<file path="src/rtl/tmr_pkg.sv">
package tmr_pkg;
  localparam int          NUM_TIMERS     = 3;
  localparam int          BUS_AW         = 8;
  localparam int          BUS_DW         = 8;
  localparam int          EVT_W          = 4;
  localparam int          DIV_SLOW       = 128;
  localparam int          DIV_FAST       = 16;
  localparam logic [7:0]  PERIOD_ADDR0   = 8'hFA;
  localparam logic [7:0]  COUNT_ADDR0    = 8'hFD;
endpackage

</file>
<file path="src/rtl/tmr_prescaler.sv">
module tmr_prescaler #(
  parameter int DIV = 128
) (
  input  logic clk,
  input  logic rst_n,
  input  logic run,
  input  logic restart,
  output logic tick
);
  localparam int PW = (DIV > 1) ? $clog2(DIV) : 1;
  localparam logic [PW-1:0] LAST = PW'(DIV - 1);

  logic [PW-1:0] phase_q;

  assign tick = run && !restart && (phase_q == LAST);

  always_ff @(posedge clk or negedge rst_n) begin
    if (!rst_n)                 phase_q <= '0;
    else if (restart)           phase_q <= '0;
    else if (run)               phase_q <= (phase_q == LAST) ? '0 : phase_q + PW'(1);
  end

  AST_TICK_GAP: assert property (@(posedge clk) disable iff (!rst_n)
    tick |=> !tick);

  AST_RESTART_PHASE: assert property (@(posedge clk) disable iff (!rst_n)
    restart |=> !tick);
endmodule

</file>
<file path="src/rtl/tmr_stage_cnt.sv">
module tmr_stage_cnt #(
  parameter int STAGE_W = 8,
  parameter int CNT_W   = 4
) (
  input  logic               clk,
  input  logic               rst_n,
  input  logic               restart,
  input  logic               tick,
  input  logic               clr,
  input  logic [STAGE_W-1:0] period_raw,
  output logic [CNT_W-1:0]   cnt_o
);
  localparam int SUM_W = STAGE_W + 1;

  logic [STAGE_W-1:0] stage_q;
  logic [CNT_W-1:0]   cnt_q;
  logic [SUM_W-1:0]   limit;
  logic [SUM_W-1:0]   next_stage;
  logic               wrap;

  always_comb begin
    limit      = (period_raw == '0) ? (SUM_W'(1) << STAGE_W) : {1'b0, period_raw};
    next_stage = {1'b0, stage_q} + SUM_W'(1);
    wrap       = tick && (next_stage >= limit);
  end

  always_ff @(posedge clk or negedge rst_n) begin
    if (!rst_n) begin
      stage_q <= '0;
    end else if (restart) begin
      stage_q <= '0;
    end else if (tick) begin
      stage_q <= wrap ? '0 : next_stage[STAGE_W-1:0];
    end
  end

  always_ff @(posedge clk or negedge rst_n) begin
    if (!rst_n)         cnt_q <= '0;
    else if (restart)   cnt_q <= '0;
    else if (clr)       cnt_q <= CNT_W'(wrap);
    else if (wrap)      cnt_q <= cnt_q + CNT_W'(1);
  end

  assign cnt_o = cnt_q;

  AST_CNT_STEP: assert property (@(posedge clk) disable iff (!rst_n)
    (!restart && !clr) |=> (cnt_q == $past(cnt_q) || cnt_q == CNT_W'($past(cnt_q) + CNT_W'(1))));

  AST_CLR_EMPTY: assert property (@(posedge clk) disable iff (!rst_n)
    (clr && !restart && !tick) |=> (cnt_q == '0));

  AST_IDLE_STAGE: assert property (@(posedge clk) disable iff (!rst_n)
    (!tick && !restart) |=> $stable(stage_q));
endmodule

</file>
<file path="src/rtl/snd_interval_timers.sv">
module snd_interval_timers #(
  parameter int                          N_TMR     = tmr_pkg::NUM_TIMERS,
  parameter int                          AW        = tmr_pkg::BUS_AW,
  parameter int                          DW        = tmr_pkg::BUS_DW,
  parameter int                          CW        = tmr_pkg::EVT_W,
  parameter int                          SLOW_DIV  = tmr_pkg::DIV_SLOW,
  parameter int                          FAST_DIV  = tmr_pkg::DIV_FAST,
  parameter logic [N_TMR-1:0]            FAST_MASK = N_TMR'(1) << (N_TMR - 1),
  parameter logic [AW-1:0]               PER_BASE  = AW'(tmr_pkg::PERIOD_ADDR0),
  parameter logic [AW-1:0]               CNT_BASE  = AW'(tmr_pkg::COUNT_ADDR0)
) (
  input  logic             clk,
  input  logic             rst_n,
  input  logic [N_TMR-1:0] tmr_en,
  input  logic             wr_en,
  input  logic [AW-1:0]    wr_addr,
  input  logic [DW-1:0]    wr_data,
  input  logic             rd_en,
  input  logic [AW-1:0]    rd_addr,
  output logic [DW-1:0]    rd_data
);
  localparam int PAD_W = DW - CW;

  logic [N_TMR-1:0] en_q;
  logic [N_TMR-1:0] rise;
  logic [N_TMR-1:0] tick;
  logic [N_TMR-1:0] clr;
  logic [N_TMR-1:0] rd_hit;
  logic [DW-1:0]    per_q [N_TMR];
  logic [CW-1:0]    cnt   [N_TMR];
  logic [DW-1:0]    rd_next;

  always_ff @(posedge clk or negedge rst_n) begin
    if (!rst_n) en_q <= '0;
    else        en_q <= tmr_en;
  end

  for (genvar g = 0; g < N_TMR; g++) begin : g_tmr
    localparam int DIV_G = FAST_MASK[g] ? FAST_DIV : SLOW_DIV;
    localparam logic [AW-1:0] PER_ADDR = PER_BASE + AW'(g);
    localparam logic [AW-1:0] CNT_ADDR = CNT_BASE + AW'(g);

    assign rise[g]   = tmr_en[g] && !en_q[g];
    assign rd_hit[g] = rd_en && (rd_addr == CNT_ADDR);
    assign clr[g]    = rd_hit[g] || (wr_en && (wr_addr == CNT_ADDR));

    always_ff @(posedge clk or negedge rst_n) begin
      if (!rst_n)                             per_q[g] <= '0;
      else if (wr_en && wr_addr == PER_ADDR)  per_q[g] <= wr_data;
    end

    tmr_prescaler #(.DIV(DIV_G)) u_pre (
      .clk     (clk),
      .rst_n   (rst_n),
      .run     (tmr_en[g]),
      .restart (rise[g]),
      .tick    (tick[g])
    );

    tmr_stage_cnt #(.STAGE_W(DW), .CNT_W(CW)) u_stage (
      .clk        (clk),
      .rst_n      (rst_n),
      .restart    (rise[g]),
      .tick       (tick[g]),
      .clr        (clr[g]),
      .period_raw (per_q[g]),
      .cnt_o      (cnt[g])
    );

    AST_RISE_CLEARS: assert property (@(posedge clk) disable iff (!rst_n)
      rise[g] |=> (cnt[g] == '0));

    AST_OFF_HOLDS: assert property (@(posedge clk) disable iff (!rst_n)
      (!tmr_en[g] && !clr[g]) |=> (cnt[g] == $past(cnt[g])));

    AST_OFF_NO_TICK: assert property (@(posedge clk) disable iff (!rst_n)
      !tmr_en[g] |-> !tick[g]);
  end

  always_comb begin
    rd_next = '0;
    for (int i = 0; i < N_TMR; i++) begin
      if (rd_hit[i]) rd_next = {{PAD_W{1'b0}}, cnt[i]};
    end
  end

  always_ff @(posedge clk or negedge rst_n) begin
    if (!rst_n) rd_data <= '0;
    else        rd_data <= rd_next;
  end

  AST_RD_IDLE_ZERO: assert property (@(posedge clk) disable iff (!rst_n)
    !rd_en |=> (rd_data == '0));

  AST_RD_HIGH_ZERO: assert property (@(posedge clk) disable iff (!rst_n)
    rd_en |=> (rd_data[DW-1:CW] == '0));

  AST_ONE_HIT: assert property (@(posedge clk) disable iff (!rst_n)
    rd_en |-> $onehot0(rd_hit));
endmodule

</file>
<file path="config.mk">
export PLATFORM = sky130hd
export DESIGN_NAME = snd_interval_timers
export DESIGN_NICKNAME = d
export VERILOG_FILES = /design/src/rtl/tmr_pkg.sv /design/src/rtl/tmr_prescaler.sv /design/src/rtl/tmr_stage_cnt.sv /design/src/rtl/snd_interval_timers.sv
export SDC_FILE = /design/constraint.sdc
export NUM_CORES = 1
export LEC_CHECK = 0
export BUFFER_PORTS_ARGS = -buffer_cell sky130_fd_sc_hd__clkbuf_2
export CORE_MARGIN = 10
export CORE_UTILIZATION = 40
export DETAILED_ROUTE_END_ITERATION = 7
export GPL_ROUTABILITY_DRIVEN = 0
export PLACE_DENSITY = 0.65
export SYNTH_ARGS = -nofsm -noshare
export SYNTH_HDL_FRONTEND = slang
export SYNTH_SLANG_ARGS = --single-unit
</file>
<file path="constraint.sdc">
create_clock -name clk -period 3.7 [get_ports clk]
set_input_delay 0.925 -clock clk [delete_from_list [all_inputs] [get_ports clk]]
set_output_delay 0.925 -clock clk [all_outputs]
set_load 0.005 [all_outputs]
</file>
==> impl_metrics.sql, run 1 <==
INSERT INTO impl_metrics (metric_group, metric, value, unit) VALUES
('setup_path', 'crit_path_cell_trace', 'ha_1, and3_1, and3_1, and3_1, ha_1, and4_1, nor3b_1, a311oi_1, buf_4, nand3_1, o21ai_0', ''),
('layout', 'fill_cells', '1223', ''),
('clock_network', 'numClockSinks', '85', ''),
('layout', 'final_area', '0.00583', 'mm²'),
('global_routing', 'global_route_wire_length_before_repair', '20200', 'µm'),
('pwr', 'total_leakage_power', '2.73', 'nW'),
('global_routing', 'antenna_found_initial', '0', ''),
('clock_network', 'clock-root-buffer', 'clkbuf_16', ''),
('layout', 'nNetsFinal', '670', ''),
('drt', 'routed_wire_length', '11600', 'µm'),
('clock_network', 'cts_resized', '0', ''),
('floorplan', 'num_rows', '41', ''),
('global_routing', 'globalRouteOverflowTotal', '0', ''),
('pwr', 'finalPower', '2.26', 'mW'),
('drt', 'route.detailed.vias_per_inst', '5.40', ''),
('floorplan', 'die_extent_in_x', '134', 'µm'),
('layout', 'proportion_of_layout_cells_with_a_drive_suffix_above_1', '13.2', '%'),
('timing', 'grt_setup_unrepaired', 'no', ''),
('floorplan', 'floorplan.io_pins', '39', ''),
('synth', 'synth-seq-area-share', '41.2', '%'),
('setup_path', 'biggest_fanout_along_the_worst_timing_path', '7', ''),
('synth', 'synth_top_cell_by_area', 'dfrtp_1', ''),
('setup_path', 'worst_ep_arrival_time', '3470', 'ps'),
('clock_network', 'ctsHoldBuffers', '0', ''),
('layout', 'syn_to_final_growth', '12.9', '%'),
('clock_network', 'tritoncts', 'yes', ''),
('timing', 'final-max-slew-violation-count', '0', ''),
('clock_network', 'cts_max_path_buffers', '2', ''),
('floorplan', 'initial_core_util', '40.9', '%'),
('pwr', 'peakVddDrop', '0.000256', 'V'),
('setup_path', 'critical_path.endpoint_type', 'flip-flop', ''),
('outcome', 'outcome', 'completed', ''),
('timing', 'maxClockFrequency', '311', 'MHz'),
('floorplan', 'die-height', '134', 'µm'),
('drt', 'first_pass_iters', '4', ''),
('layout', 'finish.cell_count_without_fillers', '780', ''),
('drt', 'drtAntennaViolNets', '0', ''),
('timing', 'finalCritPeriodShare', '86.8', '%'),
('setup_path', 'timing_worst_setup_path_type', 'flip-flop to flip-flop', ''),
('setup_path', 'worstSetupStartpointType', 'flip-flop', ''),
('timing', 'worst_max_slew_pin_slew', '890', 'ps'),
('clock_network', 'worst_setup_hold_path_clk_slew', '60', 'ps'),
('synth', 'synthArstFlopShare', '100', '%'),
('drt', 'initial_detailed_routing_violation_count', '309', ''),
('job', 'timing.max_cap.violations', '0', ''),
('synth', 'synth-main-ff-cell', 'dfrtp_1', ''),
('global_routing', 'pin_count_of_the_biggest_net_entering_global_routing', '39', ''),
('synth', 'synth_edf_count', '0', ''),
('timing', 'timing.setup.tns', '0', 'ps'),
('setup_path', 'critical_path.most_common_cell', 'and3_1', ''),
('hold_path', 'hold_path.class', 'flip-flop to flip-flop', ''),
('clock_network', 'postCtsSetupRepairBufs', '0', ''),
('place', 'place_hpwl', '8750', 'µm'),
('floorplan', 'fp.coreArea', '0.0126', 'mm²'),
('synth', 'syn-instance-count', '567', ''),
('clock_network', 'htree_levels', '3', ''),
('drt', 'avgRoutedWirePerCell', '14.8', 'µm'),
('pwr', 'power_per_cell_area', '387', 'mW/mm²'),
('layout', 'final_core_utilization', '46.2', '%'),
('synth', 'synth.top_cells.by_area', 'dfrtp_1, ha_1, nand2_1', ''),
('layout', 'num_antenna_cells', '0', ''),
('global_routing', 'first_global_vias', '4214', ''),
('timing', 'timing.slew.headroom', '39.9', '%'),
('setup_path', 'cp_num_buf_inv', '1', ''),
('synth', 'distinct_cell_type_count_of_the_synthesized_netlist', '55', ''),
('setup_path', 'path_delay_family', 'simple AND/OR/NAND/NOR gates', ''),
('global_routing', 'groute.usage.overall', '13.5', '%'),
('synth', 'mapped_cell_area', '0.00516', 'mm²'),
('synth', 'synth.yosys.warnings', '0', ''),
('setup_path', 'timing.critical_path.slowest_cell_delay', '550', 'ps'),
('timing', 'fin_worst_skew', '8.17', 'ps');
-- cells in the mapped netlist, types with 2 or more instances --
cell type,instances
and4_1,3
nand2_1,73
o221ai_1,4
or3_1,4
a41oi_1,2
a41o_1,3
buf_2,2
a22oi_1,4
ha_1,36
a311oi_1,2
a211oi_1,3
nor3b_1,5
nor2b_1,9
xnor2_1,12
buf_6,2
a21oi_1,23
nand3_1,33
mux2_4,8
nand3_2,2
nor3_1,7
o31ai_1,8
mux2_2,6
nand4_1,12
nor4_1,12
xor2_1,10
dfrtp_1,85
mux2i_1,9
or4_1,3
inv_1,46
buf_4,4
nand2b_1,11
clkbuf_1,12
o22ai_1,4
a31oi_1,6
o21ai_0,49
and3_1,14
nor2_1,21
-- through the flow --
| step | setup WS, ps | hold WS (ps) |
|---|---|---|
| 3_5_place_dp | 455 | 501 |
| 2_1_floorplan | 980 | 457 |
| 6_report | 487 | 509 |
| 5_1_grt | 124 | 549 |
| 3_3_place_gp | 613 | 478 |
| 4_1_cts | 443 | 513 |
-- kinds of logic after synthesis --
kind of cell | share of synthesized area (%)
adder cells (fa/ha/maj) | 8.72
other | 0.0726
AND/OR/NAND/NOR | 22.5
AO/OA/AOI/OAI | 13.0
buffers and inverters | 5.50
XOR/XNOR | 3.73
multiplexers | 5.38
flip-flops | 41.2
-- flip-flops by register name, summed over array words and instances, names as in the netlist --
| name | flops |
|---|---|
| g_tmr.u_stage.stage_q | 24 |
| en_q | 3 |
| per_q | 24 |
| rd_data | 4 |
| g_tmr.u_pre.phase_q | 18 |
| g_tmr.u_stage.cnt_o | 12 |
-- path summary, 6_finish.rpt --
check / cells past startpoint / startpoint / to / slack [ps]
min in group asynchronous: 1 / rst_n / per_q[13] / 550
worst max register to register: 11 / g_tmr[1].u_stage.stage_q[0] / g_tmr[1].u_stage.stage_q[7] / 490
worst min register to register: 1 / g_tmr[0].u_pre.phase_q[0] / g_tmr[0].u_pre.phase_q[0] / 510
max in group asynchronous: 2 / rst_n / g_tmr[0].u_pre.phase_q[2] / 2420
worst min-delay path: 1 / g_tmr[0].u_pre.phase_q[0] / g_tmr[0].u_pre.phase_q[0] / 510
worst max-delay path: 11 / g_tmr[1].u_stage.stage_q[0] / g_tmr[1].u_stage.stage_q[7] / 490
-- metal layers --
metal	wire length [µm]	global-route usage (%)	up-vias
met5	0	0	-
met4	93	3.02	0
met2	5320	21.0	78
met1	5540	17.8	2028
met3	605	4.44	10
li1	-	-	2094
-- power by group --
part | internal, mW | switching (mW) | total (mW)
Sequential | 0.989 | 0.0613 | 1.05
Clock | 0.543 | 0.373 | 0.915
Combinational | 0.118 | 0.172 | 0.290
Total | 1.65 | 0.606 | 2.26
-- placed cells by master (no fill, tap or decap), drive strengths merged, types with 5 or more instances in the layout --
master   n
and3    14
nand3   35
nand2   73
xor2    10
mux2i    9
nand4   13
a31oi    6
nor3     8
nor2    21
dfrtp   85
nor4    13
o31ai    8
a21oi   23
ha      36
nor3b    5
nor2b    9
o21ai   49
mux2    14
clkbuf  44
nand2b  11
inv     46
buf     10
xnor2   12
-- area by class of cell --
type,instances,area (µm²),area share (%)
inverter,46,173,2.96
clock inverter,5,60.1,1.03
sequential,85,2130,36.5
multi-input combinational,418,2770,47.5
tap,172,215,3.69
clock buffer,11,243,4.16
timing repair buffer,43,240,4.12
(Power assumes the default switching activity.)
==> run 2: changes to the inputs <==
CORE_MARGIN = 1   (was 10)
PLACE_DENSITY = 0.67   (was 0.65)
==> impl_metrics.sql, run 2 (same netlist as run 1, synthesis figures left out) <==
INSERT INTO impl_metrics (metric_group, metric, value, unit) VALUES
('outcome', 'outcome', 'completed', ''),
('place', 'placed_cells_incl_taps', '764', ''),
('global_routing', 'groute.usage.overall', '18.5', '%'),
('pwr', 'switching_share', '26.6', '%'),
('timing', 'timing.setup.tns', '0', 'ps'),
('drt', 'initial_detailed_routing_violation_count', '218', ''),
('global_routing', 'globalRouteOverflowTotal', '0', ''),
('job', 'timing.max_cap.violations', '0', ''),
('clock_network', 'htree_levels', '3', ''),
('floorplan', 'num_rows', '41', ''),
('floorplan', 'die_extent_in_x', '116', 'µm'),
('timing', 'worst_hold_margin', '491', 'ps'),
('global_routing', 'antenna_found_initial', '0', ''),
('timing', 'postLayoutSetupSlackWorst', '657', 'ps'),
('timing', 'fin_worst_skew', '8.30', 'ps'),
('timing', 'timing.slew.headroom', '33.0', '%'),
('layout', 'layout_top_registers', 'g_tmr.u_stage.stage_q x24, per_q x24, g_tmr.u_pre.phase_q x18', ''),
('setup_path', 'critical_path.endpoint_type', 'flip-flop', ''),
('setup_path', 'crit_required', '3980', 'ps'),
('pwr', 'total_leakage_power', '2.74', 'nW'),
('pwr', 'share_seq_of_total_power', '45.3', '%'),
('setup_path', 'timing.critical_path.slowest_cell_delay', '500', 'ps'),
('timing', 'worst_max_slew_pin_slew', '992', 'ps'),
('hold_path', 'hold_path.class', 'flip-flop to flip-flop', ''),
('layout', 'mostFrequentLayoutCells', 'dfrtp_1, nand2_1, o21ai_0', ''),
('place', 'placedInstanceArea', '0.00553', 'mm²'),
('clock_network', 'worstSkewPairLatency', '350', 'ps'),
('setup_path', 'crit_path_top_delay_cell', 'or4_1', ''),
('pwr', 'peakVddDrop', '0.000265', 'V'),
('clock_network', 'postCtsSetupRepairBufs', '0', ''),
('layout', 'proportion_of_layout_cells_with_a_drive_suffix_above_1', '13.3', '%'),
('global_routing', 'global_route_wire_length_before_repair', '19200', 'µm'),
('floorplan', 'die-height', '116', 'µm'),
('drt', 'route.detailed.vias_per_inst', '5.35', ''),
('pwr', 'internal-power', '1.70', 'mW'),
('pwr', 'proportion_of_power_drawn_by_combinational_gates', '12.6', '%'),
('floorplan', 'die-area', '0.0134', 'mm²'),
('layout', 'layout_commonest_cell', 'dfrtp_1', ''),
('drt', 'drc', '0', ''),
('layout', 'nNetsFinal', '670', ''),
('clock_network', 'worst_setup_hold_path_clk_slew', '60', 'ps'),
('timing', 'final-max-slew-violation-count', '0', ''),
('clock_network', 'cts_resized', '0', ''),
('drt', 'avgRoutedWirePerCell', '14.3', 'µm'),
('drt', 'num_vias', '4172', ''),
('timing', 'final_worst_path_period_need', '3040', 'ps'),
('clock_network', 'cts_max_path_buffers', '2', ''),
('floorplan', 'initial_core_util', '40.9', '%'),
('setup_path', 'worstSetupStartpointType', 'flip-flop', ''),
('layout', 'syn_to_final_growth', '13.2', '%'),
('drt', 'first_pass_iters', '5', ''),
('timing', 'finalCritPeriodShare', '82.2', '%'),
('clock_network', 'clock-root-buffer', 'clkbuf_16', ''),
('timing', 'maxClockFrequency', '329', 'MHz'),
('drt', 'drtAntennaViolNets', '0', ''),
('clock_network', 'cts_inserted_buffers', '9', ''),
('pwr', 'share_clk_of_total_power', '42.0', '%'),
('place', 'pre_cts_ws', '693', 'ps'),
('clock_network', 'tritoncts', 'yes', ''),
('pwr', 'finalPower', '2.32', 'mW'),
('timing', 'finalHoldViolations', '0', ''),
('floorplan', 'floorplan.io_pins', '39', ''),
('clock_network', 'ctsHoldBuffers', '0', ''),
('place', 'port_buf_inserts', '34', ''),
('drt', 'routed_wire_length', '11200', 'µm'),
('timing', 'grt_setup_unrepaired', 'no', ''),
('layout', 'finish.cell_count_without_fillers', '780', ''),
('global_routing', 'pin_count_of_the_biggest_net_entering_global_routing', '67', ''),
('setup_path', 'biggest_fanout_along_the_worst_timing_path', '11', ''),
('floorplan', 'fp.coreArea', '0.0126', 'mm²'),
('layout', 'final_core_utilization', '46.3', '%'),
('timing', 'setup_violations', '0', ''),
('setup_path', 'critical_path.most_common_cell', 'and3_1', ''),
('setup_path', 'timing_worst_setup_path_type', 'flip-flop to flip-flop', ''),
('layout', 'num_antenna_cells', '0', ''),
('setup_path', 'crit_path_cell_trace', 'ha_1, and3_1, and3_1, and3_1, ha_1, and4_1, nor3b_1, a311oi_1, buf_4, or4_1, a21oi_1', ''),
('layout', 'final_area', '0.00585', 'mm²'),
('pwr', 'power_per_cell_area', '397', 'mW/mm²'),
('clock_network', 'numClockSinks', '85', ''),
('pwr', 'net-switching-power', '0.618', 'mW'),
('setup_path', 'worst_ep_arrival_time', '3320', 'ps'),
('global_routing', 'first_global_vias', '4098', ''),
('place', 'place_hpwl', '8170', 'µm');
## run 2: cell types whose count changed in the layout (fill, tap and decap cells not counted)
cell,previous run,this run
clkinv_4,2,0
bufinv_16,1,2
inv_6,0,2
clkbuf_8,1,0
clkbuf_1,1,0
clkinv_2,1,2
## run 2: critical path, delay by kind of cell, from the launching register on
| family | cells | cell delay (ps) |
|---|---|---|
| AO/OA/AOI/OAI | 2 | 200 |
| buffers and inverters | 1 | 180 |
| AND/OR/NAND/NOR | 6 | 1570 |
| adder cells (fa/ha/maj) | 2 | 570 |
| flip-flops | 1 | 430 |
## run 2: worst paths after layout
| check | startpoint | endpoint | slack, ps | depth (start not counted) |
|---|---|---|---|---|
| min in group asynchronous | rst_n | g_tmr[1].u_pre.phase_q[6] | 670 | 1 |
| max in group asynchronous | rst_n | g_tmr[1].u_pre.phase_q[2] | 2340 | 2 |
| min reg2reg | g_tmr[1].u_pre.phase_q[5] | g_tmr[1].u_pre.phase_q[5] | 490 | 1 |
| max reg2reg | g_tmr[1].u_stage.stage_q[0] | g_tmr[1].u_stage.cnt_o[3] | 660 | 11 |
| max | g_tmr[1].u_stage.stage_q[0] | g_tmr[1].u_stage.cnt_o[3] | 660 | 11 |
| min | g_tmr[1].u_pre.phase_q[5] | g_tmr[1].u_pre.phase_q[5] | 490 | 1 |
## run 2: power by group through the flow
stage / registers [mW] / logic (mW) / clock network, mW
global route: 1.06 / 0.339 / 1.04
detailed placement: 1.07 / 0.292 / 0
finish: 1.05 / 0.293 / 0.974
floorplan: 1.05 / 0.202 / 0
CTS: 1.05 / 0.294 / 1.01
global placement: 1.06 / 0.279 / 0
## run 2: area by class of cell
| cell class | instances | area [µm²] |
|---|---|---|
| clock inverters | 7 | 95.1 |
| inverters | 46 | 173 |
| multi-input cells | 418 | 2770 |
| clock buffers | 9 | 225 |
| repair buffers | 43 | 240 |
| flip-flops and latches | 85 | 2130 |
| fillers | 1231 | 6770 |
| well taps | 172 | 215 |
## run 2: layer usage
metal / wire length (µm) / vias to the layer above / global-route usage [%]
li1: - / 2082 / -
met1: 5480 / 1996 / 24.4
met2: 5110 / 80 / 30.0
met3: 408 / 14 / 4.08
met4: 166 / 0 / 6.32
met5: 0 / - / 0
==> run 3: changes to the inputs <==
PLACE_DENSITY = 0.69   (was 0.67)
clock period = 2.5 ns   (was 3.7 ns; I/O delays follow)
==> impl_metrics.sql, run 3 (same netlist as run 1, synthesis figures left out) <==
INSERT INTO impl_metrics (metric_group, metric, value, unit) VALUES
('floorplan', 'initial_core_util', '40.9', '%'),
('timing', 'worst_max_slew_pin_slew', '727', 'ps'),
('layout', 'final_area', '0.00662', 'mm²'),
('pwr', 'share_seq_of_total_power', '41.6', '%'),
('pwr', 'net-switching-power', '0.984', 'mW'),
('global_routing', 'global_route_wire_length_before_repair', '20100', 'µm'),
('timing', 'grt_setup_unrepaired', 'yes', ''),
('timing', 'finalHoldViolations', '0', ''),
('pwr', 'share_clk_of_total_power', '41.5', '%'),
('setup_path', 'timing_worst_setup_path_type', 'flip-flop to flip-flop', ''),
('timing', 'maxClockFrequency', '392', 'MHz'),
('setup_path', 'timing.rr.end', 'g_tmr[1].u_stage.stage_q[3]', ''),
('setup_path', 'critical_path.startpoint', 'g_tmr[1].u_stage.stage_q[0]', ''),
('layout', 'proportion_of_layout_cells_with_a_drive_suffix_above_1', '28.5', '%'),
('clock_network', 'cts_inserted_buffers', '9', ''),
('layout', 'layout_commonest_cell', 'dfrtp_1', ''),
('clock_network', 'worst_setup_hold_path_clk_slew', '60', 'ps'),
('drt', 'routed_wire_length', '12200', 'µm'),
('hold_path', 'hold_path.class', 'primary input to asynchronous set/reset pin', ''),
('layout', 'syn_to_final_growth', '28.2', '%'),
('timing', 'postLayoutSetupSlackWorst', '-53.4', 'ps'),
('drt', 'route.detailed.vias_per_inst', '5.36', ''),
('drt', 'avgRoutedWirePerCell', '14.8', 'µm'),
('drt', 'initial_detailed_routing_violation_count', '259', ''),
('global_routing', 'first_global_vias', '4336', ''),
('timing', 'fin_worst_skew', '10.3', 'ps'),
('setup_path', 'path_delay_family', 'simple AND/OR/NAND/NOR gates', ''),
('outcome', 'outcome', 'finished, violations left', ''),
('setup_path', 'crit_path_cell_trace', 'ha_2, and3_4, and3_4, and3_4, ha_4, and4_4, nor3b_4, a311oi_4, buf_4, nand3_4, o21ai_1', ''),
('setup_path', 'cp_num_buf_inv', '1', ''),
('drt', 'num_vias', '4413', ''),
('pwr', 'internal-power', '2.71', 'mW'),
('setup_path', 'critical_path.most_common_cell', 'and3_4', ''),
('pwr', 'total_leakage_power', '2.99', 'nW'),
('clock_network', 'numClockSinks', '85', ''),
('pwr', 'peakVddDrop', '0.000415', 'V'),
('setup_path', 'worst_ep_arrival_time', '2830', 'ps'),
('setup_path', 'timing.reg2reg.setup_slack', '-50', 'ps'),
('place', 'placed_cells_incl_taps', '803', ''),
('timing', 'timing.setup.tns', '-277', 'ps'),
('setup_path', 'reg2reg_from', 'g_tmr[1].u_stage.stage_q[0]', ''),
('clock_network', 'tritoncts', 'yes', ''),
('timing', 'final_worst_path_period_need', '2550', 'ps'),
('floorplan', 'die_extent_in_x', '116', 'µm'),
('layout', 'fill_cells', '1156', ''),
('global_routing', 'groute.usage.overall', '19.3', '%'),
('pwr', 'proportion_of_power_drawn_by_combinational_gates', '16.9', '%'),
('setup_path', 'crit_path_top_delay_cell', 'dfrtp_1', ''),
('setup_path', 'crit_required', '2780', 'ps'),
('pwr', 'power_per_cell_area', '558', 'mW/mm²'),
('setup_path', 'critical_path.endpoint_type', 'flip-flop', ''),
('drt', 'drc', '0', ''),
('global_routing', 'pin_count_of_the_biggest_net_entering_global_routing', '38', ''),
('setup_path', 'timing.critical_path.slowest_cell_delay', '390', 'ps'),
('timing', 'final-max-slew-violation-count', '0', ''),
('clock_network', 'clock-root-buffer', 'clkbuf_16', ''),
('clock_network', 'ctsHoldBuffers', '0', ''),
('setup_path', 'worst-r2r-cell-count', '11', ''),
('layout', 'mostFrequentLayoutCells', 'dfrtp_1, nand2_1, buf_4', ''),
('layout', 'finish.cell_count_without_fillers', '824', ''),
('floorplan', 'floorplan.io_pins', '39', ''),
('place', 'port_buf_inserts', '34', ''),
('timing', 'timing.slew.headroom', '51.2', '%'),
('timing', 'finalCritPeriodShare', '102', '%'),
('timing', 'setup_violations', '8', ''),
('drt', 'first_pass_iters', '4', ''),
('clock_network', 'htree_levels', '3', ''),
('job', 'timing.max_cap.violations', '0', ''),
('outcome', 'violations', 'negative setup slack', ''),
('floorplan', 'die-height', '116', 'µm'),
('clock_network', 'worstSkewPairLatency', '350', 'ps'),
('layout', 'nNetsFinal', '714', ''),
('floorplan', 'num_rows', '41', ''),
('clock_network', 'cts_max_path_buffers', '2', ''),
('setup_path', 'biggest_fanout_along_the_worst_timing_path', '5', ''),
('global_routing', 'antenna_found_initial', '0', ''),
('setup_path', 'worstSetupStartpointType', 'flip-flop', ''),
('timing', 'worst_hold_margin', '209', 'ps'),
('place', 'pre_cts_ws', '-226', 'ps'),
('place', 'place_hpwl', '8880', 'µm'),
('floorplan', 'fp.coreArea', '0.0126', 'mm²'),
('layout', 'num_antenna_cells', '0', ''),
('layout', 'layout_top_registers', 'g_tmr.u_stage.stage_q x24, per_q x24, g_tmr.u_pre.phase_q x18', ''),
('drt', 'drtAntennaViolNets', '0', ''),
('global_routing', 'globalRouteOverflowTotal', '0', ''),
('floorplan', 'die-area', '0.0134', 'mm²'),
('pwr', 'switching_share', '26.6', '%'),
('place', 'placedInstanceArea', '0.00589', 'mm²');
## run 3: cell types whose count changed in the layout (fill, tap and decap cells not counted), sizes merged
cell and delta:
buf +43, inv -2, clkinv +2, bufinv +1, clkinvlp -1, clkbuf +1
## run 3: per-stage QoR
stage                     total power [mW]  utilization, %
final                                 3.70            52.5
after detailed placement              2.10            46.7
after CTS                             3.70            50.5
after global placement                2.07            46.7
after global routing                  3.87            52.5
after floorplan                       1.87               -
## run 3: power by group through the flow
stage                     Sequential, mW  Clock [mW]  Combinational (mW)
after floorplan                     1.55           0               0.314
after global placement              1.56           0               0.513
after detailed placement            1.56           0               0.537
after CTS                           1.54        1.56               0.596
after global routing                1.55        1.62               0.693
final                               1.54        1.53               0.624
## run 3: worst max-delay path by stage
stage | end | slack [ps] | cells after the start
CTS | g_tmr[1].u_stage.stage_q[1] | -40 | 12
floorplan | g_tmr[1].u_stage.stage_q[1] | 0.9 | 11
global placement | g_tmr[1].u_stage.cnt_o[3] | -110 | 11
global route | g_tmr[1].u_stage.stage_q[3] | -160 | 11
detailed placement | g_tmr[1].u_stage.cnt_o[3] | -230 | 11
finish | g_tmr[1].u_stage.stage_q[3] | -50 | 11
## run 3: layout make-up
type / count / area [µm²] / share of cell area (%)
clock buffer: 9 / 225 / 3.40
sequential: 85 / 2130 / 32.1
multi-input combinational: 418 / 3160 / 47.8
inverter: 46 / 175 / 2.65
tap: 172 / 215 / 3.25
timing repair buffer: 87 / 602 / 9.09
clock inverter: 7 / 114 / 1.72
## run 3: routing by layer
layer	track usage (%)	wire length [µm]
met1	23.8	5260
met4	5.98	281
met2	33.0	6170
met3	5.33	495
met5	0	0
## run 3: repair_timing
action                     4_1_cts  5_1_grt
buffers inserted                 4        2
cloned                           0        1
resized for setup               30       46
pin swaps                       24       26
setup endpoints to repair       18       32
